File: src/rtl/irqc_pkg.sv
// Shared constants and the flag-to-source mapping of the interrupt controller.
// Assumes the fixed set of eleven flags and nine sources described in the brief.
package irqc_pkg;
    localparam int NUM_FLAGS    = 11;
    localparam int NUM_SRC      = 9;
    localparam int LVL_W        = 2;
    localparam int NUM_LVL      = 1 << LVL_W;
    localparam int SRC_W        = $clog2(NUM_SRC);
    localparam int SRC_PFAIL    = 6;
    localparam int HW_CLR_SRCS  = 4;   // sources below this number clear on acknowledge

    // Source number that a flag feeds; UART and timer 2 own two flags each.
    function automatic int flag_to_src(input int f);
        if (f < 4)      return f;
        else if (f < 6) return 4;
        else if (f < 8) return 5;
        else            return f - 2;
    endfunction
endpackage

File: src/rtl/irqc_flag_bank.sv
// Pending-flag storage. Each flag is set by its event pulse, which beats any
// clear in the same cycle. Flags of the lowest-numbered sources are cleared
// when their source is granted; all flags accept a software clear pulse.
// Assumes grant_src is meaningful only while grant is high.
module irqc_flag_bank
    import irqc_pkg::*;
(
    input  logic                 clk,
    input  logic                 rst_n,
    input  logic [NUM_FLAGS-1:0] evt,
    input  logic [NUM_FLAGS-1:0] clr,
    input  logic                 grant,
    input  logic [SRC_W-1:0]     grant_src,
    output logic [NUM_FLAGS-1:0] flags,
    output logic [NUM_SRC-1:0]   pend
);
    for (genvar f = 0; f < NUM_FLAGS; f++) begin : g_flag
        localparam int SRC = flag_to_src(f);
        localparam bit HWC = (SRC < HW_CLR_SRCS);
        logic flag_q;
        logic hw_clr;

        assign hw_clr = HWC && grant && (grant_src == SRC_W'(SRC));

        // Set on event, else clear by software or by the acknowledge.
        always_ff @(posedge clk) begin
            if (!rst_n)                flag_q <= 1'b0;
            else if (evt[f])           flag_q <= 1'b1;
            else if (clr[f] || hw_clr) flag_q <= 1'b0;
        end

        assign flags[f] = flag_q;
    end

    // Fold the flags into one pending bit per source.
    always_comb begin
        pend = '0;
        for (int f = 0; f < NUM_FLAGS; f++) begin
            pend[flag_to_src(f)] = pend[flag_to_src(f)] | flags[f];
        end
    end
endmodule

File: src/rtl/irqc_arbiter.sv
// Combinational request gating and selection. Finds the highest level among
// live requests, picks the lowest source number at that level and grants it
// only when that level is above every level in service and no return pulse
// is present. Assumes act_mask holds one bit per level.
module irqc_arbiter
    import irqc_pkg::*;
(
    input  logic [NUM_SRC-1:0] pend,
    input  logic [NUM_SRC-1:0] src_en,
    input  logic               glb_en,
    input  logic [NUM_SRC-1:0] prio_hi,
    input  logic [NUM_SRC-1:0] prio_lo,
    input  logic [NUM_LVL-1:0] act_mask,
    input  logic               reti,
    output logic               grant,
    output logic [SRC_W-1:0]   win_src,
    output logic [LVL_W-1:0]   win_lvl
);
    logic [NUM_SRC-1:0] req;
    logic [LVL_W-1:0]   lvl_of [NUM_SRC];
    logic [NUM_LVL-1:0] lvl_hit;
    logic               any_req;
    logic               blocked;

    for (genvar s = 0; s < NUM_SRC; s++) begin : g_src
        localparam bit NO_GLOBAL = (s == SRC_PFAIL);
        assign req[s]    = pend[s] & src_en[s] & (glb_en | NO_GLOBAL);
        assign lvl_of[s] = {prio_hi[s], prio_lo[s]};
    end

    // Mark which levels carry at least one live request.
    always_comb begin
        for (int l = 0; l < NUM_LVL; l++) begin
            lvl_hit[l] = 1'b0;
            for (int s = 0; s < NUM_SRC; s++) begin
                if (req[s] && (lvl_of[s] == LVL_W'(l))) lvl_hit[l] = 1'b1;
            end
        end
    end

    // Highest requested level; the ascending scan leaves the top one.
    always_comb begin
        win_lvl = '0;
        any_req = 1'b0;
        for (int l = 0; l < NUM_LVL; l++) begin
            if (lvl_hit[l]) begin
                win_lvl = LVL_W'(l);
                any_req = 1'b1;
            end
        end
    end

    // Lowest source number at the chosen level; the descending scan leaves it.
    always_comb begin
        win_src = '0;
        for (int s = NUM_SRC - 1; s >= 0; s--) begin
            if (req[s] && (lvl_of[s] == win_lvl)) win_src = SRC_W'(s);
        end
    end

    // Grant only above every level in service and never beside a return.
    always_comb begin
        blocked = |(act_mask >> win_lvl);
        grant   = any_req & ~blocked & ~reti;
    end
endmodule

File: src/rtl/irqc_nest_stack.sv
// Set of levels in service. A push marks the granted level; a pop clears the
// highest marked level. Assumes push and pop never occur in the same cycle,
// which the arbiter guarantees.
module irqc_nest_stack
    import irqc_pkg::*;
(
    input  logic               clk,
    input  logic               rst_n,
    input  logic               push,
    input  logic [LVL_W-1:0]   push_lvl,
    input  logic               pop,
    output logic [NUM_LVL-1:0] act_mask
);
    logic [NUM_LVL-1:0] pop_sel;
    logic [NUM_LVL-1:0] push_sel;

    // One-hot of the highest level in service.
    always_comb begin
        pop_sel = '0;
        for (int l = 0; l < NUM_LVL; l++) begin
            if (act_mask[l]) begin
                pop_sel    = '0;
                pop_sel[l] = 1'b1;
            end
        end
    end

    // One-hot of the level being entered.
    always_comb begin
        push_sel = '0;
        if (push) push_sel[push_lvl] = 1'b1;
    end

    // Apply pop then push to the level set.
    always_ff @(posedge clk) begin
        if (!rst_n) act_mask <= '0;
        else        act_mask <= (act_mask & ~(pop ? pop_sel : '0)) | push_sel;
    end
endmodule

File: src/rtl/nested_irq_ctrl.sv
// Top of the nested four-level interrupt controller. Connects the flag bank,
// the arbiter and the level set, and registers the acknowledge, vector and
// level of each grant. Assumes single-cycle event, clear and return pulses
// that are synchronous to clk.
module nested_irq_ctrl
    import irqc_pkg::*;
#(
    parameter int VEC_W    = 16,
    parameter int VEC_BASE = 3,
    parameter int VEC_STEP = 8
) (
    input  logic                 clk,
    input  logic                 rst_n,
    input  logic [NUM_FLAGS-1:0] evt_in,
    input  logic [NUM_FLAGS-1:0] flag_clr,
    input  logic [NUM_SRC-1:0]   src_en,
    input  logic                 glb_en,
    input  logic [NUM_SRC-1:0]   prio_hi,
    input  logic [NUM_SRC-1:0]   prio_lo,
    input  logic                 reti,
    output logic                 irq_ack,
    output logic [VEC_W-1:0]     irq_vec,
    output logic [LVL_W-1:0]     irq_lvl,
    output logic [NUM_FLAGS-1:0] pend_flags,
    output logic [NUM_LVL-1:0]   active_lvls
);
    logic [NUM_SRC-1:0] pend;
    logic               grant;
    logic [SRC_W-1:0]   win_src;
    logic [LVL_W-1:0]   win_lvl;
    logic [VEC_W-1:0]   vec_n;

    irqc_flag_bank u_flags (
        .clk       (clk),
        .rst_n     (rst_n),
        .evt       (evt_in),
        .clr       (flag_clr),
        .grant     (grant),
        .grant_src (win_src),
        .flags     (pend_flags),
        .pend      (pend)
    );

    irqc_arbiter u_arb (
        .pend     (pend),
        .src_en   (src_en),
        .glb_en   (glb_en),
        .prio_hi  (prio_hi),
        .prio_lo  (prio_lo),
        .act_mask (active_lvls),
        .reti     (reti),
        .grant    (grant),
        .win_src  (win_src),
        .win_lvl  (win_lvl)
    );

    irqc_nest_stack u_nest (
        .clk      (clk),
        .rst_n    (rst_n),
        .push     (grant),
        .push_lvl (win_lvl),
        .pop      (reti),
        .act_mask (active_lvls)
    );

    assign vec_n = VEC_W'(VEC_BASE) + VEC_W'(VEC_STEP) * VEC_W'(win_src);

    // Register the grant pulse and hold vector and level between grants.
    always_ff @(posedge clk) begin
        if (!rst_n) begin
            irq_ack <= 1'b0;
            irq_vec <= '0;
            irq_lvl <= '0;
        end else begin
            irq_ack <= grant;
            if (grant) begin
                irq_vec <= vec_n;
                irq_lvl <= win_lvl;
            end
        end
    end
endmodule

File: config.mk
export PLATFORM = sky130hd
export DESIGN_NAME = nested_irq_ctrl
export DESIGN_NICKNAME = d
export VERILOG_FILES = /design/src/rtl/irqc_pkg.sv /design/src/rtl/irqc_flag_bank.sv /design/src/rtl/irqc_arbiter.sv /design/src/rtl/irqc_nest_stack.sv /design/src/rtl/nested_irq_ctrl.sv
export SDC_FILE = /design/constraint.sdc
export NUM_CORES = 1
export LEC_CHECK = 0
export ABC_AREA = 1
export BUFFER_PORTS_ARGS = -buffer_cell sky130_fd_sc_hd__buf_2
export CELL_PAD_IN_SITES_DETAIL_PLACEMENT = 1
export CELL_PAD_IN_SITES_GLOBAL_PLACEMENT = 1
export CORE_ASPECT_RATIO = 0.5
export CORE_MARGIN = 1
export CORE_UTILIZATION = 32
export CTS_BUF_LIST = sky130_fd_sc_hd__clkbuf_4 sky130_fd_sc_hd__clkbuf_8
export CTS_CLUSTER_DIAMETER = 120
export DETAILED_ROUTE_END_ITERATION = 8
export GPL_ROUTABILITY_DRIVEN = 0
export PLACE_DENSITY = 0.9
export SETUP_SLACK_MARGIN = 0.5
export SLEW_MARGIN = 20
export SYNTH_ARGS = -nofsm -noshare
export SYNTH_HDL_FRONTEND = slang
export SYNTH_SLANG_ARGS = --single-unit
File: constraint.sdc
create_clock -name clk -period 2.6 [get_ports clk]
set_input_delay 0.39 -clock clk [delete_from_list [all_inputs] [get_ports clk]]
set_output_delay 0.39 -clock clk [all_outputs]
set_load 0.01 [all_outputs]
Word-level counts from Yosys, hierarchy flattened
Index checks and enable logic that the tools add are counted.
Widths: inputs -> output; s select.
- magnitude comparators: 2
- equality and inequality tests: 39
- bitwise operators: 26
- mux-type cells: 82
- $add $sub $neg: 1
- shift-type cells: 1
- reduce and logical (&&, ||, !) cells: 76
- operators by type and width (cell ; number):
    $mux 1 ; 65
    $mux 4 ; 14
    $logic_and 1x1->1 ; 50
    $eq 2x2->1 const B ; 18
    $reduce_bool 2->1 ; 11
    $and 1x1->1 ; 19
    $eq 2x1->1 const B ; 9
    $eq 2x2->1 ; 9
    $logic_not 2->1 ; 9
    $add 2x7->8 const A ; 1
    $eq 4x2->1 const B ; 2
    $and 4x4->4 ; 1
    $eq 4x1->1 const B ; 1
    $logic_not 4->1 ; 1
    $logic_or 1x1->1 ; 4
    $mux 2 ; 2
    $not 4->4 ; 1
    $or 4x4->4 ; 1
    $reduce_or 4->1 ; 1
    $shr 4x2->4 ; 1
    $lt 2x3->1 const B ; 1
    $demux 1 s2 ; 1
    $ge 2x1->1 const B ; 1
    $not 1->1 ; 2
    $or 1x1->1 ; 2
- output and inout port bits: 34
- word-level logic and storage cells: 242
- register bits: 34
- input bits: 53

Logic depth before layout (Yosys ltp)
Gate-level depths: netlist of the first run.
- depth after elaboration: 31
- mapped depth: 22
- mapped depth without buffers: 22

By module
Synthesis of the first run repeated with hierarchy kept, for this count alone.
- cells, all modules: 348
- area, all modules: 2273.4 um^2
- modules (own cells, without submodules) (module ; cells each ; sequential area each (um^2) ; area an instance (um^2) ; instances):
    irqc_arbiter ; 181 ; 0.0 ; 1072.3 ; 1
    irqc_flag_bank ; 86 ; 220.2 ; 625.6 ; 1
    nested_irq_ctrl ; 56 ; 160.2 ; 397.9 ; 1
    irqc_nest_stack ; 25 ; 80.1 ; 177.7 ; 1

Worst setup path before layout of the first run
OpenSTA, ideal clock, no wires.
- path kind: in2reg
- start point: in glb_en
- end point: reg u_flags.g_flag[3].flag_q
- buffers on the path: 0
- path slack: 0.538 ns
- stages on the path: 18
- data required time: 2.466 ns
- data arrival time: 1.928 ns
- library setup time: 0.134 ns
- cell sequence: inv_4 nor2_4 nand3_1 nand2_1 nor2_2 nand2_1 nor2_2 o21ai_0 nor2_1 inv_1 nand2_1 nor2_1 nand2_1 nand2_1 nor2_1 nand3_1 nand2_1 a21oi_1
- longest elaborated chain between the ends: 29
- elaborated cells between the ends (all ways): 119
- classes of those cells: eq/ne: 10; shift: 1; mux: 52; bitwise: 11; reduce/logical: 45
- ends and longest elaborated chain (what ; RTL line ; RTL):
    start: declaration ; nested_irq_ctrl.sv:17 ; input logic glb_en,
    $and 1x1->1 ; irqc_arbiter.sv:27 ; assign req[s] = pend[s] & src_en[s] & (glb_en | NO_GLOBAL);
    $logic_and 1x1->1 ; irqc_arbiter.sv:36 ; if (req[s] && (lvl_of[s] == LVL_W'(l))) lvl_hit[l] = 1'b1;
    $mux 1 (9 in a row) ; irqc_arbiter.sv:36 ;
    $mux 1 ; irqc_arbiter.sv:46 ; if (lvl_hit[l]) begin
    $mux 2 (2 in a row) ; irqc_arbiter.sv:46 ;
    $eq 2x2->1 ; irqc_arbiter.sv:57 ; if (req[s] && (lvl_of[s] == win_lvl)) win_src = SRC_W'(s);
    $logic_and 1x1->1 ; irqc_arbiter.sv:57 ;
    $mux 4 (9 in a row) ; irqc_arbiter.sv:57 ;
    $eq 4x2->1 ; irqc_flag_bank.sv:23 ; assign hw_clr = HWC && grant && (grant_src == SRC_W'(SRC));
    $logic_and 1x1->1 * ; irqc_flag_bank.sv:23 ;
    $logic_or 1x1->1 * ; irqc_flag_bank.sv:29 ; else if (clr[f] || hw_clr) flag_q <= 1'b0;
    $reduce_bool 2->1 (no source line) * ; - ;
    end signal: assignment ; irqc_flag_bank.sv:27 ; if (!rst_n) flag_q <= 1'b0;
    end signal: assignment ; irqc_flag_bank.sv:28 ; else if (evt[f]) flag_q <= 1'b1;
    end signal: assignment ; irqc_flag_bank.sv:29 ;
    end: declaration ; irqc_flag_bank.sv:20 ; logic flag_q;
Mark *: on every way between the ends. The rest lies on a longest branch, timed or not.
A chain may end at the register's enable or synchronous reset.

Worst setup path after layout of the first run
- start point: reg u_flags.g_flag[3].flag_q
- end point: reg u_flags.g_flag[1].flag_q
- longest elaborated chain between the ends: 27
- elaborated cells between the ends (all ways): 73
- classes of those cells: eq/ne: 10; shift: 1; mux: 40; bitwise: 5; reduce/logical: 17
- ends and longest elaborated chain (what ; RTL line):
    $and 1x1->1 * (2 in a row) ; irqc_arbiter.sv:27
    $logic_and 1x1->1 ; irqc_arbiter.sv:36
    $mux 1 (6 in a row) ; irqc_arbiter.sv:36
    $mux 1 ; irqc_arbiter.sv:46
    $mux 2 (2 in a row) ; irqc_arbiter.sv:46
    $eq 2x2->1 ; irqc_arbiter.sv:57
    $logic_and 1x1->1 ; irqc_arbiter.sv:57
    $mux 4 (9 in a row) ; irqc_arbiter.sv:57
    $eq 4x1->1 ; irqc_flag_bank.sv:23
    $logic_and 1x1->1 * ; irqc_flag_bank.sv:23
    $logic_or 1x1->1 * ; irqc_flag_bank.sv:29
    $reduce_bool 2->1 (no source line) * ; -
    end signal: assignment ; irqc_flag_bank.sv:27
    end signal: assignment ; irqc_flag_bank.sv:28
    end signal: assignment ; irqc_flag_bank.sv:29
    end: declaration ; irqc_flag_bank.sv:20
Marks and branches as above.

==> impl_table.tex, run 1 <==
\begin{tabular}{lr}
\hline
Metric & Value \\
\hline
\multicolumn{2}{l}{\textbf{Run status}} \\
\quad Status & finished with violations \\
\quad Violations in the final reports & negative setup slack \\
\multicolumn{2}{l}{\textbf{Layout}} \\
\quad Util after Layout & 0.578 \\
\quad Number of filler instances in the final layout & 840 \\
\quad Area of the multi-input gates & 1730 sq um \\
\quad Fraction of final layout cells sized beyond drive strength 1 & 0.590 \\
\quad Finished Cell Area & 3540 sq um \\
\quad Relative area change from synthesis to final layout & 71.8\% \\
\quad Sequential cell area & 474 sq um \\
\quad Finished Layout Cells & 581 \\
\quad Final \#Nets & 547 \\
\quad Antenna Diode Count & 0 \\
\multicolumn{2}{l}{\textbf{Timing}} \\
\quad Hold Fails Final Rpt & 0 \\
\quad Largest clock skew in the final design & 30.4 ps \\
\quad Total setup violations reported at the end of the flow & 11 \\
\quad Post-route minimum period & 2820 ps \\
\quad Relative max-transition margin & 0.556 \\
\quad Actual transition at the worst max-transition pin & 663 ps \\
\quad Fin worst setup slack & -222 ps \\
\quad Hold WS & 300 ps \\
\quad Setup repair after global routing missed its margin & yes \\
\quad Number of pins with negative max-slew slack in the final report & 0 \\
\quad Final critical-path share of the clock period & 1.09 \\
\quad Max Fclk & 354 MHz \\
\quad Aggregate negative setup slack & -1470 ps \\
\multicolumn{2}{l}{\textbf{Detailed routing}} \\
\quad Per-cell routed wire length & 24.1 um \\
\quad Number of iterations in the first detailed-routing pass & 5 \\
\quad Vias after detailed routing & 3303 \\
\quad Number of routed nets with antenna violations & 0 \\
\quad Initial DRC count & 385 \\
\quad Routed WL & 14.0 mm \\
\quad DRC errors left & 0 \\
\quad Via density & 5.69 \\
\multicolumn{2}{l}{\textbf{Placed design}} \\
\quad Total of buffers placed on input and output ports & 76 \\
\quad Setup slack at placement & -189 ps \\
\quad Half-perimeter wire length of the detailed placement result & roughly 6.2 mm \\
\quad Cell Count Post-Placement & around 540 \\
\quad Total cell area at the placement stage & 2570 sq um \\
\multicolumn{2}{l}{\textbf{Clock tree}} \\
\quad Clk\_lat worst skew & around 310 ps \\
\quad TritonCTS clock tree & done \\
\quad Clock Path Buffers & 2 \\
\quad Count of clock tree sinks & 23 \\
\quad CTS Buf Count & 3 \\
\quad Hold-fix buffers, CTS & 0 \\
\quad H-tree lvl count & 1 \\
\quad Buffer type at the clock tree root & clkbuf\_8 \\
\quad Clock transition at the registers of the reported paths & 120 ps \\
\multicolumn{2}{l}{\textbf{Critical path}} \\
\quad Worst reg2reg path depth & 19 \\
\quad Arrival time worst endpoint & 3040 ps \\
\quad Setup slack, reg-to-reg & -220 ps \\
\quad Worst r2r src & u\_flags.g\_flag[3].flag\_q\$\_SDFFE\_PN0P\_ \\
\quad Start-to-end type of the worst setup path & reg -> reg \\
\quad Buffers \& Inverters on Critical Path & 2 \\
\quad Stages on the worst setup path & 19 \\
\quad Maximum cell stage delay along the critical path & 370 ps \\
\quad R2R Path End & u\_flags.g\_flag[1].flag\_q\$\_SDFFE\_PN0P\_ \\
\quad Worst-path cell with the longest stage delay & dfxtp\_2 \\
\quad Crit Path Max Fanout & 5 \\
\quad Critical path launch point & u\_flags.g\_flag[3].flag\_q\$\_SDFFE\_PN0P\_ \\
\quad Family with the most delay on the worst path & simple AND/OR/NAND/NOR gates \\
\quad Type of element launching the critical path & flip-flop \\
\quad Endpoint required time on the critical path & 2820 ps \\
\quad Worst path cell trace & nand3\_4 -> inv\_1 -> nand3\_2 -> and2\_1 -> nand2\_1 -> nor2\_4 -> nand2\_4 -> buf\_4 -> nand2\_1 -> nand3\_1 -> nor2\_4 -> nand3\_2 -> nor2\_2 -> nand2\_2 -> nand2\_2 -> nor2\_4 -> nand3\_2 -> nand2\_2 -> a21oi\_2 \\
\quad Crit. End Element & flip-flop \\
\multicolumn{2}{l}{\textbf{Yosys}} \\
\quad Average size of a mapped cell & 5.62 sq um \\
\quad Count of distinct cell types in the synthesized netlist & 32 \\
\quad Ranking of synthesized cells by area & dfxtp\_1 (22\%), nand2\_1 (18\%), inv\_1 (11\%), nand3\_1 (11\%), nor2\_1 (9.8\%) \\
\quad Cell type contributing the most total cell area after synthesis & dfxtp\_1 \\
\quad Number of warnings reported in the yosys synthesis log & 0 \\
\quad Combined area of all synthesized cells & approximately 2100 sq um \\
\quad Synthesized flop and latch total & 23 \\
\quad Area fraction of the dominant cell type after synthesis & 0.223 \\
\quad Share of synthesized area occupied by flip-flops and latches & 0.223 \\
\quad Post-Synthesis Cells & 367 \\
\multicolumn{2}{l}{\textbf{Global route}} \\
\quad First-pass GRT wire length & 16.8 mm \\
\quad Number of antenna violations at the first check in global routing & 0 \\
\quad Number of global-route vias before repair & 3180 \\
\quad Gr usage total & 0.337 \\
\quad Leftover overflow at the end of global routing & 0 \\
\quad Maximum number of pins on one net before global-route repair & 18 \\
\multicolumn{2}{l}{\textbf{Floorplanning}} \\
\quad Floorplan die area & 6790 sq um \\
\quad Top Ports & 87 \\
\quad Width of the die & 116 um \\
\quad Die H & about 59 um \\
\quad Starting utilization of the core area & 0.336 \\
\quad Total core area & about 6000 sq um \\
\quad Total number of placement rows & 20 \\
\multicolumn{2}{l}{\textbf{Pwr}} \\
\quad Maximum ir drop on the vdd rail & between 0.0003 and 0.0004 V \\
\quad Static power due to leakage & between 1.5 and 2 nW \\
\quad PD cells & approximately 420 nW/um\^{}2 \\
\quad Power after layout & 1.49 mW \\
\multicolumn{2}{l}{\textbf{Hold path}} \\
\quad Worst Hold Class & in -> reg \\
\quad Endpoint of the worst hold-timing path & u\_flags.g\_flag[9].flag\_q\$\_SDFFE\_PN0P\_ \\
\quad Start point of the worst min-delay path & evt\_in[9] \\
\quad Hold Path Depth & 3 \\
\multicolumn{2}{l}{\textbf{Run}} \\
\quad Max-cap check violation count & 0 \\
\hline
\end{tabular}
-- cells by family (layout without fill, tap and decap cells) --
logic type,count (synthesis),count (layout),share of synthesized area
flops,23,23,0.223
buf+inv,91,206,0.213
other cells,1,10,0.00182
simple gates,219,221,0.470
compound gates,33,33,0.0916
-- synthesized netlist by cell type (all sizes together) --
| cell type | instances |
|---|---|
| nand2 | 102 |
| inv | 64 |
| nor2 | 63 |
| nand3 | 47 |
| buf | 26 |
| dfxtp | 23 |
| a21oi | 18 |
| o21ai | 8 |
| nand4 | 3 |
| o211ai | 3 |
| nor3 | 2 |
| a31o | 1 |
| a31oi | 1 |
| a32o | 1 |
| and2 | 1 |
| clkinv | 1 |
| conb | 1 |
| nand3b | 1 |
| o31ai | 1 |
-- flip-flops by register name, summed over array words and instances (netlist names) --
name,cells
irq_ack,1
irq_lvl,2
irq_vec,5
u_flags.g_flag.flag_q,11
u_nest.act_mask,4
-- cell type report --
type                    count  area share
clock inverters             1     0.00212
multi-input cells         264       0.488
well taps                  88      0.0311
clock buffers               3      0.0117
inverters                  65      0.0738
repair buffers            137       0.260
flip-flops and latches     23       0.134
-- worst min-delay path, stage by stage --
cell and delay [ps]:
buf_2 80, a21oi_1 40, nor2_1 70
-- cells in the final DEF, fill, tap and decap left out, types with 8 or more instances in the layout --
master and instances:
buf_2 75, inv_1 49, nand2_1 47, nand2_2 46, buf_4 42, nor2_1 38, nand3_2 23, buf_6 19
nand3_1 18, nor2_4 18, dfxtp_1 14, inv_2 12, nand2_4 10, conb_1 10, a21oi_1 9, a21oi_2 9
dfxtp_2 8
-- how the worst max path moves through the flow --
stage and end:
2_1_floorplan u_flags.g_flag[3].flag_q$_SDFFE_PN0P_, 3_3_place_gp u_flags.g_flag[3].flag_q$_SDFFE_PN0P_, 3_5_place_dp u_flags.g_flag[1].flag_q$_SDFFE_PN0P_, 4_1_cts u_flags.g_flag[1].flag_q$_SDFFE_PN0P_, 5_1_grt u_flags.g_flag[2].flag_q$_SDFFE_PN0P_, 6_report u_flags.g_flag[1].flag_q$_SDFFE_PN0P_
-- power breakdown --
group / switching [mW] / internal (mW) / total, mW
Sequential: 0.0299 / 0.385 / 0.415
Combinational: 0.482 / 0.323 / 0.805
Clock: 0.156 / 0.110 / 0.266
Total: 0.668 / 0.818 / 1.49
-- what timing repair did --
item / in CTS / in global routing
endpoints found under the setup margin: 14 / 15
buffers inserted: 20 / 17
gates resized for setup: 73 / 117
hold endpoints to repair: 0 / 0
cloned: 0 / 2
pin swaps: 26 / 64
-- metal layers --
metal / wire, um / GRT usage / up-vias / share of wire
li1: - / - / 1365 / -
met1: 5560 / 0.394 / 1592 / 0.40
met2: 6250 / 0.569 / 265 / 0.45
met3: 1400 / 0.0793 / 81 / 0.10
met4: 793 / 0.217 / 0 / 0.057
met5: 0 / 0 / - / 0
(Power assumes the default switching activity.)
==> run 2, diff against run 1 <==
--- a/config.mk
+++ b/config.mk
@@ -6,15 +6,15 @@
 export NUM_CORES = 1
 export LEC_CHECK = 0
 export ABC_AREA = 1
-export BUFFER_PORTS_ARGS = -buffer_cell sky130_fd_sc_hd__buf_2
 export CELL_PAD_IN_SITES_DETAIL_PLACEMENT = 1
 export CELL_PAD_IN_SITES_GLOBAL_PLACEMENT = 1
 export CORE_ASPECT_RATIO = 0.5
 export CORE_MARGIN = 1
-export CORE_UTILIZATION = 32
+export CORE_UTILIZATION = 43
 export CTS_BUF_LIST = sky130_fd_sc_hd__clkbuf_4 sky130_fd_sc_hd__clkbuf_8
 export CTS_CLUSTER_DIAMETER = 120
 export DETAILED_ROUTE_END_ITERATION = 8
+export DONT_BUFFER_PORTS = 1
 export GPL_ROUTABILITY_DRIVEN = 0
 export PLACE_DENSITY = 0.9
 export SETUP_SLACK_MARGIN = 0.5
==> impl_table.tex, run 2 <==
\begin{tabular}{lr}
\hline
Metric & Value \\
\hline
\multicolumn{2}{l}{\textbf{Yosys}} \\
\quad Cell type contributing the most total cell area after synthesis & dfxtp\_1 \\
\quad Most frequent cells after synthesis & nand2\_1 (99), inv\_1 (60), nor2\_1 (54) \\
\quad Number of warnings reported in the yosys synthesis log & 0 \\
\quad Top\_reg\_cell synth & dfxtp\_1 \\
\quad Share of synthesized area occupied by flip-flops and latches & 0.223 \\
\quad Post-Synthesis Cells & 367 \\
\quad Synthesized flop and latch total & 23 \\
\quad Most instantiated library cell after synthesis & nand2\_1 \\
\quad Combined area of all synthesized cells & about 2100 sq um \\
\quad Post-synth EDFFs & 0 \\
\quad Count of distinct cell types in the synthesized netlist & 32 \\
\quad Area fraction of the dominant cell type after synthesis & 0.223 \\
\quad Average size of a mapped cell & 5.62 sq um \\
\quad Ranking of synthesized cells by area & dfxtp\_1 (22\%), nand2\_1 (18\%), inv\_1 (11\%), nand3\_1 (11\%), nor2\_1 (9.8\%) \\
\quad Async S/R FF share, synth & 0 \\
\multicolumn{2}{l}{\textbf{Clock tree}} \\
\quad Clock Path Buffers & 2 \\
\quad H-tree lvl count & 1 \\
\quad CTS Buf Count & 3 \\
\quad Buffer type at the clock tree root & clkbuf\_8 \\
\quad Count of clock tree sinks & 23 \\
\quad Hold-fix buffers, CTS & 0 \\
\multicolumn{2}{l}{\textbf{Floorplanning}} \\
\quad Top Ports & 87 \\
\quad Width of the die & 99.9 um \\
\quad Total number of placement rows & 17 \\
\quad Die H & between 50 and 60 um \\
\quad Starting utilization of the core area & 0.457 \\
\multicolumn{2}{l}{\textbf{Global route}} \\
\quad Number of antenna violations at the first check in global routing & 0 \\
\quad Maximum number of pins on one net before global-route repair & 18 \\
\multicolumn{2}{l}{\textbf{Run status}} \\
\quad Last stage reached & 5\_1\_grt \\
\quad First error message & [ERROR DPL-0033] detailed placement checks failed during check placement. \\
\quad Status & stopped before the end \\
\multicolumn{2}{l}{\textbf{Placed design}} \\
\quad Total of buffers placed on input and output ports & 0 \\
\quad Setup slack at placement & -54.5 ps \\
\quad Half-perimeter wire length of the detailed placement result & 5.58 mm \\
\quad Total cell area at the placement stage & 2040 sq um \\
\multicolumn{2}{l}{\textbf{Timing}} \\
\quad Pin category terminating the worst setup path after the last repair & sequential cell input \\
\quad Worst Endpoint after GRT Repair & u\_flags.g\_flag[1].flag\_q\$\_SDFFE\_PN0P\_/D \\
\hline
\end{tabular}
run 2: timing repair:
action	CTS
endpoints found under the hold margin	0
pin swaps	34
setup endpoints to repair	14
gates resized for setup	104
buffers inserted	28
gates cloned	2
run 2: cell families after synthesis:
kind of cell           synth area share
AND/OR/NAND/NOR                   0.470
buffers and inverters             0.213
AO/OA/AOI/OAI                    0.0916
flip-flops                        0.223
other                           0.00182
run 2: per-stage QoR:
stage | std cells | hold slack (ps)
floorplan | 376 | 478
global placement | 423 | 498
detailed placement | 423 | 509
CTS | 457 | 238
==> run 3, diff against run 2 <==
==> config.mk (replaced) <==
export PLATFORM = sky130hd
export DESIGN_NAME = nested_irq_ctrl
export DESIGN_NICKNAME = d
export VERILOG_FILES = /design/src/rtl/irqc_pkg.sv /design/src/rtl/irqc_flag_bank.sv /design/src/rtl/irqc_arbiter.sv /design/src/rtl/irqc_nest_stack.sv /design/src/rtl/nested_irq_ctrl.sv
export SDC_FILE = /design/constraint.sdc
export NUM_CORES = 1
export LEC_CHECK = 0
export ABC_AREA = 1
export CORE_MARGIN = 1
export CORE_UTILIZATION = 40
export DETAILED_ROUTE_END_ITERATION = 8
export DONT_BUFFER_PORTS = 1
export GPL_ROUTABILITY_DRIVEN = 0
export PLACE_DENSITY_LB_ADDON = 0.15
export SLEW_MARGIN = 20
export SYNTH_ARGS = -nofsm -noshare
export SYNTH_HDL_FRONTEND = slang
export SYNTH_SLANG_ARGS = --single-unit
==> impl_table.tex, run 3 (synthesis results as in run 1) <==
\begin{tabular}{lr}
\hline
Metric & Value \\
\hline
\multicolumn{2}{l}{\textbf{Detailed routing}} \\
\quad Via density & 4.85 \\
\quad Routed WL & 5.65 mm \\
\quad Number of iterations in the first detailed-routing pass & 4 \\
\quad DRC errors left & 0 \\
\quad Initial DRC count & 127 \\
\quad Vias after detailed routing & 2116 \\
\quad Per-cell routed wire length & 13.0 um \\
\quad Number of routed nets with antenna violations & 0 \\
\multicolumn{2}{l}{\textbf{Placed design}} \\
\quad Total of buffers placed on input and output ports & 0 \\
\quad Half-perimeter wire length of the detailed placement result & around 4.5 mm \\
\multicolumn{2}{l}{\textbf{Pwr}} \\
\quad Part of the total power dissipated in sequential elements & 0.436 \\
\quad Net switching power & between 0.3 and 0.4 mW \\
\quad Static power due to leakage & 1.21 nW \\
\quad Combinational cell fraction of total power & 0.327 \\
\quad Net switching share of the total power & 0.370 \\
\quad Maximum ir drop on the vdd rail & 0.000232 V \\
\quad Clock network fraction of design power & 0.237 \\
\quad PD cells & approximately 440 nW/um\^{}2 \\
\quad Cell-internal power & 0.608 mW \\
\multicolumn{2}{l}{\textbf{Global route}} \\
\quad First-pass GRT wire length & 8.87 mm \\
\quad Leftover overflow at the end of global routing & 0 \\
\quad Gr usage total & 0.215 \\
\quad Number of antenna violations at the first check in global routing & 0 \\
\quad Number of global-route vias before repair & 1850 \\
\quad Maximum number of pins on one net before global-route repair & 18 \\
\multicolumn{2}{l}{\textbf{Timing}} \\
\quad Hold WS & 235 ps \\
\quad Post-route minimum period & 2380 ps \\
\quad Number of pins with negative max-slew slack in the final report & 0 \\
\quad Hold Fails Final Rpt & 0 \\
\quad Max Fclk & 420 MHz \\
\quad Aggregate negative setup slack & 0 ps \\
\quad Largest clock skew in the final design & 7.56 ps \\
\quad Final critical-path share of the clock period & 0.915 \\
\quad Total setup violations reported at the end of the flow & 0 \\
\multicolumn{2}{l}{\textbf{Clock tree}} \\
\quad Clk\_lat worst skew & about 270 ps \\
\quad Clock Path Buffers & 2 \\
\quad TritonCTS clock tree & done \\
\quad Count of clock tree sinks & 23 \\
\quad H-tree lvl count & 1 \\
\quad Clock transition at the registers of the reported paths & roughly 90 ps \\
\quad Hold-fix buffers, CTS & 0 \\
\quad Buffer type at the clock tree root & clkbuf\_8 \\
\quad CTS Buf Count & 3 \\
\multicolumn{2}{l}{\textbf{Layout}} \\
\quad Number of filler instances in the final layout & about 530 \\
\quad Final \#Nets & about 420 \\
\quad Sequential cell area & 465 sq um \\
\quad Largest regs & u\_flags.g\_flag.flag\_q x11, irq\_vec x5, u\_nest.act\_mask x4 \\
\quad Leading cell type in the layout, fill and taps excluded & nand2\_1 \\
\quad Antenna Diode Count & 0 \\
\quad Relative area change from synthesis to final layout & 6.98\% \\
\quad Top library cells by usage in the layout, fill and taps aside & nand2\_1 (97), inv\_1 (60), nor2\_1 (51), nand3\_1 (43), dfxtp\_1 (19) \\
\quad Register bank with the most flops & u\_flags.g\_flag.flag\_q \\
\quad Fraction of final layout cells sized beyond drive strength 1 & 0.138 \\
\quad Largest register FFs & 11 \\
\quad Area of the multi-input gates & between 1000 and 1500 sq um \\
\multicolumn{2}{l}{\textbf{Floorplanning}} \\
\quad Total core area & 4850 sq um \\
\quad Die H & between 70 and 80 um \\
\quad Starting utilization of the core area & 0.425 \\
\quad Top Ports & 87 \\
\quad Width of the die & 73.8 um \\
\quad Total number of placement rows & 25 \\
\quad Floorplan die area & 5450 sq um \\
\multicolumn{2}{l}{\textbf{Critical path}} \\
\quad Type of element launching the critical path & flip-flop \\
\quad Endpoint required time on the critical path & 2790 ps \\
\quad Cell mode on critical path & nand2\_1 \\
\quad Crit Path Max Fanout & 6 \\
\quad Worst-path cell with the longest stage delay & dfxtp\_1 \\
\quad Maximum cell stage delay along the critical path & between 400 and 500 ps \\
\quad Worst path cell trace & nand2\_1 -> nor2\_4 -> nand2\_1 -> nand2\_1 -> nor2\_1 -> nand3\_2 -> clkinv\_4 -> buf\_4 -> nand3\_1 -> nand2\_1 -> nor2\_2 -> inv\_2 -> nand2\_1 -> nand2\_1 -> nand2\_1 -> nand2\_1 -> nand2\_1 -> nand2\_1 -> nand2\_1 -> nand2\_1 -> a21oi\_1 \\
\quad Arrival time worst endpoint & 2570 ps \\
\quad Crit. End Element & flip-flop \\
\quad Start-to-end type of the worst setup path & reg -> reg \\
\multicolumn{2}{l}{\textbf{Hold path}} \\
\quad Worst Hold Class & in -> reg \\
\multicolumn{2}{l}{\textbf{Run status}} \\
\quad Status & finished clean \\
\multicolumn{2}{l}{\textbf{Run}} \\
\quad Max-cap check violation count & 0 \\
\hline
\end{tabular}
-- run 3: power by group through the flow --
stage	registers [mW]	logic [mW]	clock network, mW
after floorplan	0.416	0.253	0
after global placement	0.429	0.287	0
after detailed placement	0.429	0.286	0
after CTS	0.421	0.287	0.239
after global routing	0.425	0.356	0.255
final	0.421	0.315	0.229
-- run 3: cell type report --
cell class,count,share of cell area
multi-input combinational,262,0.565
sequential,23,0.211
inverter,65,0.114
timing repair buffer,15,0.0510
tap,67,0.0380
clock buffer,3,0.0187
clock inverter,1,0.00227
-- run 3: what timing repair did --
action | in CTS | in global routing
endpoints found under the setup margin | 0 | 4
gates resized for setup | 0 | 18
buffers inserted | 0 | 5
endpoints found under the hold margin | 0 | 0
-- run 3: worst max-delay path, delay by kind of cell, from the launching register on --
| family | cells | cell delay (ps) |
|---|---|---|
| AO/OA/AOI/OAI | 1 | 100 |
| buffers and inverters | 3 | 330 |
| flip-flops | 1 | 410 |
| AND/OR/NAND/NOR | 17 | 1460 |
-- run 3: path summary, 6_finish.rpt --
path | cells past startpoint | slack, ps | from | endpoint
hold / removal | 2 | 240 | evt_in[8] | u_flags.g_flag[8].flag_q$_SDFFE_PN0P_
hold reg to reg | 2 | 520 | irq_lvl[0]$_SDFFE_PN0P_ | irq_lvl[0]$_SDFFE_PN0P_
setup / recovery | 21 | 220 | u_flags.g_flag[0].flag_q$_SDFFE_PN0P_ | u_flags.g_flag[0].flag_q$_SDFFE_PN0P_
setup reg to reg | 21 | 220 | u_flags.g_flag[0].flag_q$_SDFFE_PN0P_ | u_flags.g_flag[0].flag_q$_SDFFE_PN0P_
-- run 3: metal layers --
metal | global-route usage | routed length (um) | vias to the layer above
met2 | 0.348 | 2530 | 76
met5 | 0 | 0 | -
met1 | 0.300 | 2660 | 924
met3 | 0.0316 | 392 | 6
met4 | 0.0534 | 73 | 0
li1 | - | - | 1110
-- run 3: stage by stage --
step	setup slack (ps)	cells	utilization	power [mW]	area [sq um]
3_3_place_gp	97.6	427	0.425	0.716	2060
6_report	220	436	0.455	0.965	2210
3_5_place_dp	94.9	427	0.425	0.715	2060
5_1_grt	-6.66	436	0.455	1.04	2210
4_1_cts	87.0	431	0.435	0.947	2110
2_1_floorplan	538	376	-	0.669	2100
==> run 4, diff against run 3 <==
--- a/config.mk
+++ b/config.mk
@@ -11,6 +11,7 @@
 export DETAILED_ROUTE_END_ITERATION = 8
 export DONT_BUFFER_PORTS = 1
 export GPL_ROUTABILITY_DRIVEN = 0
+export GPL_TIMING_DRIVEN = 0
 export PLACE_DENSITY_LB_ADDON = 0.15
 export SLEW_MARGIN = 20
 export SYNTH_ARGS = -nofsm -noshare
==> impl_table.tex, run 4 (synthesis results as in run 1) <==
\begin{tabular}{lr}
\hline
Metric & Value \\
\hline
\multicolumn{2}{l}{\textbf{Run status}} \\
\quad Status & finished clean \\
\multicolumn{2}{l}{\textbf{Floorplanning}} \\
\quad Total number of placement rows & 25 \\
\quad Width of the die & around 74 um \\
\quad Top Ports & 87 \\
\quad Total core area & between 4000 and 5000 sq um \\
\quad Starting utilization of the core area & 0.425 \\
\quad Floorplan die area & 5450 sq um \\
\quad Die H & 73.8 um \\
\multicolumn{2}{l}{\textbf{Timing}} \\
\quad Actual transition at the worst max-transition pin & 501 ps \\
\quad Hold Fails Final Rpt & 0 \\
\quad Total setup violations reported at the end of the flow & 0 \\
\quad Final critical-path share of the clock period & 0.924 \\
\quad Largest clock skew in the final design & 4.01 ps \\
\quad Post-route minimum period & 2400 ps \\
\quad Setup repair after global routing missed its margin & no \\
\quad Hold WS & 237 ps \\
\quad Max Fclk & between 400 and 500 MHz \\
\quad Number of pins with negative max-slew slack in the final report & 0 \\
\quad Fin worst setup slack & just under 200 ps \\
\quad Relative max-transition margin & 0.666 \\
\multicolumn{2}{l}{\textbf{Layout}} \\
\quad Fraction of final layout cells sized beyond drive strength 1 & 0.148 \\
\quad Register bank with the most flops & u\_flags.g\_flag.flag\_q \\
\quad Relative area change from synthesis to final layout & 12.4\% \\
\quad Top library cells by usage in the layout, fill and taps aside & nand2\_1 (98), inv\_1 (60), nor2\_1 (53), nand3\_1 (44), buf\_4 (26) \\
\quad Final \#Nets & approximately 440 \\
\quad Area of the multi-input gates & 1230 sq um \\
\quad Leading cell type in the layout, fill and taps excluded & nand2\_1 \\
\quad Largest regs & u\_flags.g\_flag.flag\_q x11, irq\_vec x5, u\_nest.act\_mask x4 \\
\quad Antenna Diode Count & 0 \\
\quad Largest register FFs & 11 \\
\quad Sequential cell area & 460 sq um \\
\quad Number of filler instances in the final layout & 553 \\
\multicolumn{2}{l}{\textbf{Clock tree}} \\
\quad Clk\_lat worst skew & 270 ps \\
\quad Clock transition at the registers of the reported paths & 90 ps \\
\quad CTS Buf Count & 3 \\
\quad TritonCTS clock tree & done \\
\quad Clock Path Buffers & 2 \\
\quad Hold-fix buffers, CTS & 0 \\
\quad Count of clock tree sinks & 23 \\
\quad H-tree lvl count & 1 \\
\quad Buffer type at the clock tree root & clkbuf\_8 \\
\multicolumn{2}{l}{\textbf{Hold path}} \\
\quad Worst Hold Class & in -> reg \\
\multicolumn{2}{l}{\textbf{Global route}} \\
\quad Number of antenna violations at the first check in global routing & 0 \\
\quad Maximum number of pins on one net before global-route repair & 14 \\
\quad Leftover overflow at the end of global routing & 0 \\
\quad First-pass GRT wire length & roughly 8.4 mm \\
\quad Gr usage total & 0.205 \\
\quad Number of global-route vias before repair & $\sim$1800 \\
\multicolumn{2}{l}{\textbf{Critical path}} \\
\quad Type of element launching the critical path & flip-flop \\
\quad Endpoint required time on the critical path & 2740 ps \\
\quad Crit. End Element & flip-flop \\
\quad Start-to-end type of the worst setup path & reg -> reg \\
\quad Arrival time worst endpoint & around 2500 ps \\
\quad Crit Path Max Fanout & 8 \\
\multicolumn{2}{l}{\textbf{Placed design}} \\
\quad Total of buffers placed on input and output ports & 0 \\
\quad Half-perimeter wire length of the detailed placement result & 4.49 mm \\
\quad Setup slack at placement & -49.7 ps \\
\multicolumn{2}{l}{\textbf{Detailed routing}} \\
\quad Initial DRC count & 104 \\
\quad Number of routed nets with antenna violations & 0 \\
\quad Vias after detailed routing & 2176 \\
\quad DRC errors left & 0 \\
\quad Routed WL & 5.58 mm \\
\quad Via density & 4.81 \\
\quad Number of iterations in the first detailed-routing pass & 4 \\
\quad Per-cell routed wire length & 12.4 um \\
\multicolumn{2}{l}{\textbf{Pwr}} \\
\quad Static power due to leakage & roughly 1.3 nW \\
\quad Maximum ir drop on the vdd rail & 0.000213 V \\
\quad PD cells & roughly 420 nW/um\^{}2 \\
\quad Power after layout & 0.979 mW \\
\multicolumn{2}{l}{\textbf{Run}} \\
\quad Max-cap check violation count & 0 \\
\hline
\end{tabular}
run 4: changes by cell type in the layout (fill, tap and decap cells not counted), moves of 2 or more:
cell     before  now
dfxtp_2       4    0
nor2_1       51   53
buf_4        15   26
buf_6         0    2
nor2_2        6    2
dfxtp_1      19   23
nor2_4        6    8
run 4: critical path, stage by stage (launching register included):
cell	delay, ps
dfxtp_1	360
nand3_1	100
inv_1	80
nand2_1	100
nand3_1	140
nor2_4	140
nand2_1	110
nor2_4	250
o21ai_0	170
nor2_4	140
inv_1	60
nand2_1	80
nor2_1	50
nand2_1	100
nand2_1	60
nor2_1	130
nand3_1	90
nand2_1	60
a21oi_1	50
run 4: final cells by class:
cell class,count,share of cell area
Timing Repair Buffer,5,0.0216
Buffer,26,0.0848
Tap cell,67,0.0362
Clock buffer,3,0.0178
Sequential cell,23,0.199
Multi-Input combinational cell,262,0.531
Inverter,65,0.107
Clock inverter,1,0.00216
run 4: final timing paths:
kind | startpoint | to | slack [ps] | cells after the start
worst max-delay path | u_flags.g_flag[1].flag_q$_SDFFE_PN0P_ | u_flags.g_flag[3].flag_q$_SDFFE_PN0P_ | 200 | 18
worst min register to register | irq_lvl[0]$_SDFFE_PN0P_ | irq_lvl[0]$_SDFFE_PN0P_ | 520 | 2
worst max register to register | u_flags.g_flag[1].flag_q$_SDFFE_PN0P_ | u_flags.g_flag[3].flag_q$_SDFFE_PN0P_ | 200 | 18
worst min-delay path | evt_in[8] | u_flags.g_flag[8].flag_q$_SDFFE_PN0P_ | 240 | 2
run 4: layer usage:
| metal | track usage | routed length (um) | up-vias |
|---|---|---|---|
| met3 | 0.0357 | 344 | 6 |
| met4 | 0.0534 | 43 | 0 |
| met1 | 0.267 | 2550 | 965 |
| li1 | - | - | 1143 |
| met2 | 0.350 | 2650 | 62 |
| met5 | 0 | 0 | - |
run 4: power breakdown:
part / total, mW / switching (mW) / internal [mW]
combinational: 0.336 / 0.203 / 0.133
sequential: 0.415 / 0.0320 / 0.383
clock: 0.228 / 0.121 / 0.107
run 4: metrics by stage:
step	setup TNS [ps]	cell area, sq um	util	instances
floorplan	0	2100	-	376
global placement	-10.5	2180	0.450	443
detailed placement	-78.2	2180	0.450	443
CTS	0	2230	0.460	447
global route	0	2320	0.478	452
finish	0	2320	0.478	452
run 4: timing repair:
action	CTS	global route
setup endpoints to repair	3	4
pin swaps	0	4
resized for setup	1	9
buffers inserted	0	5
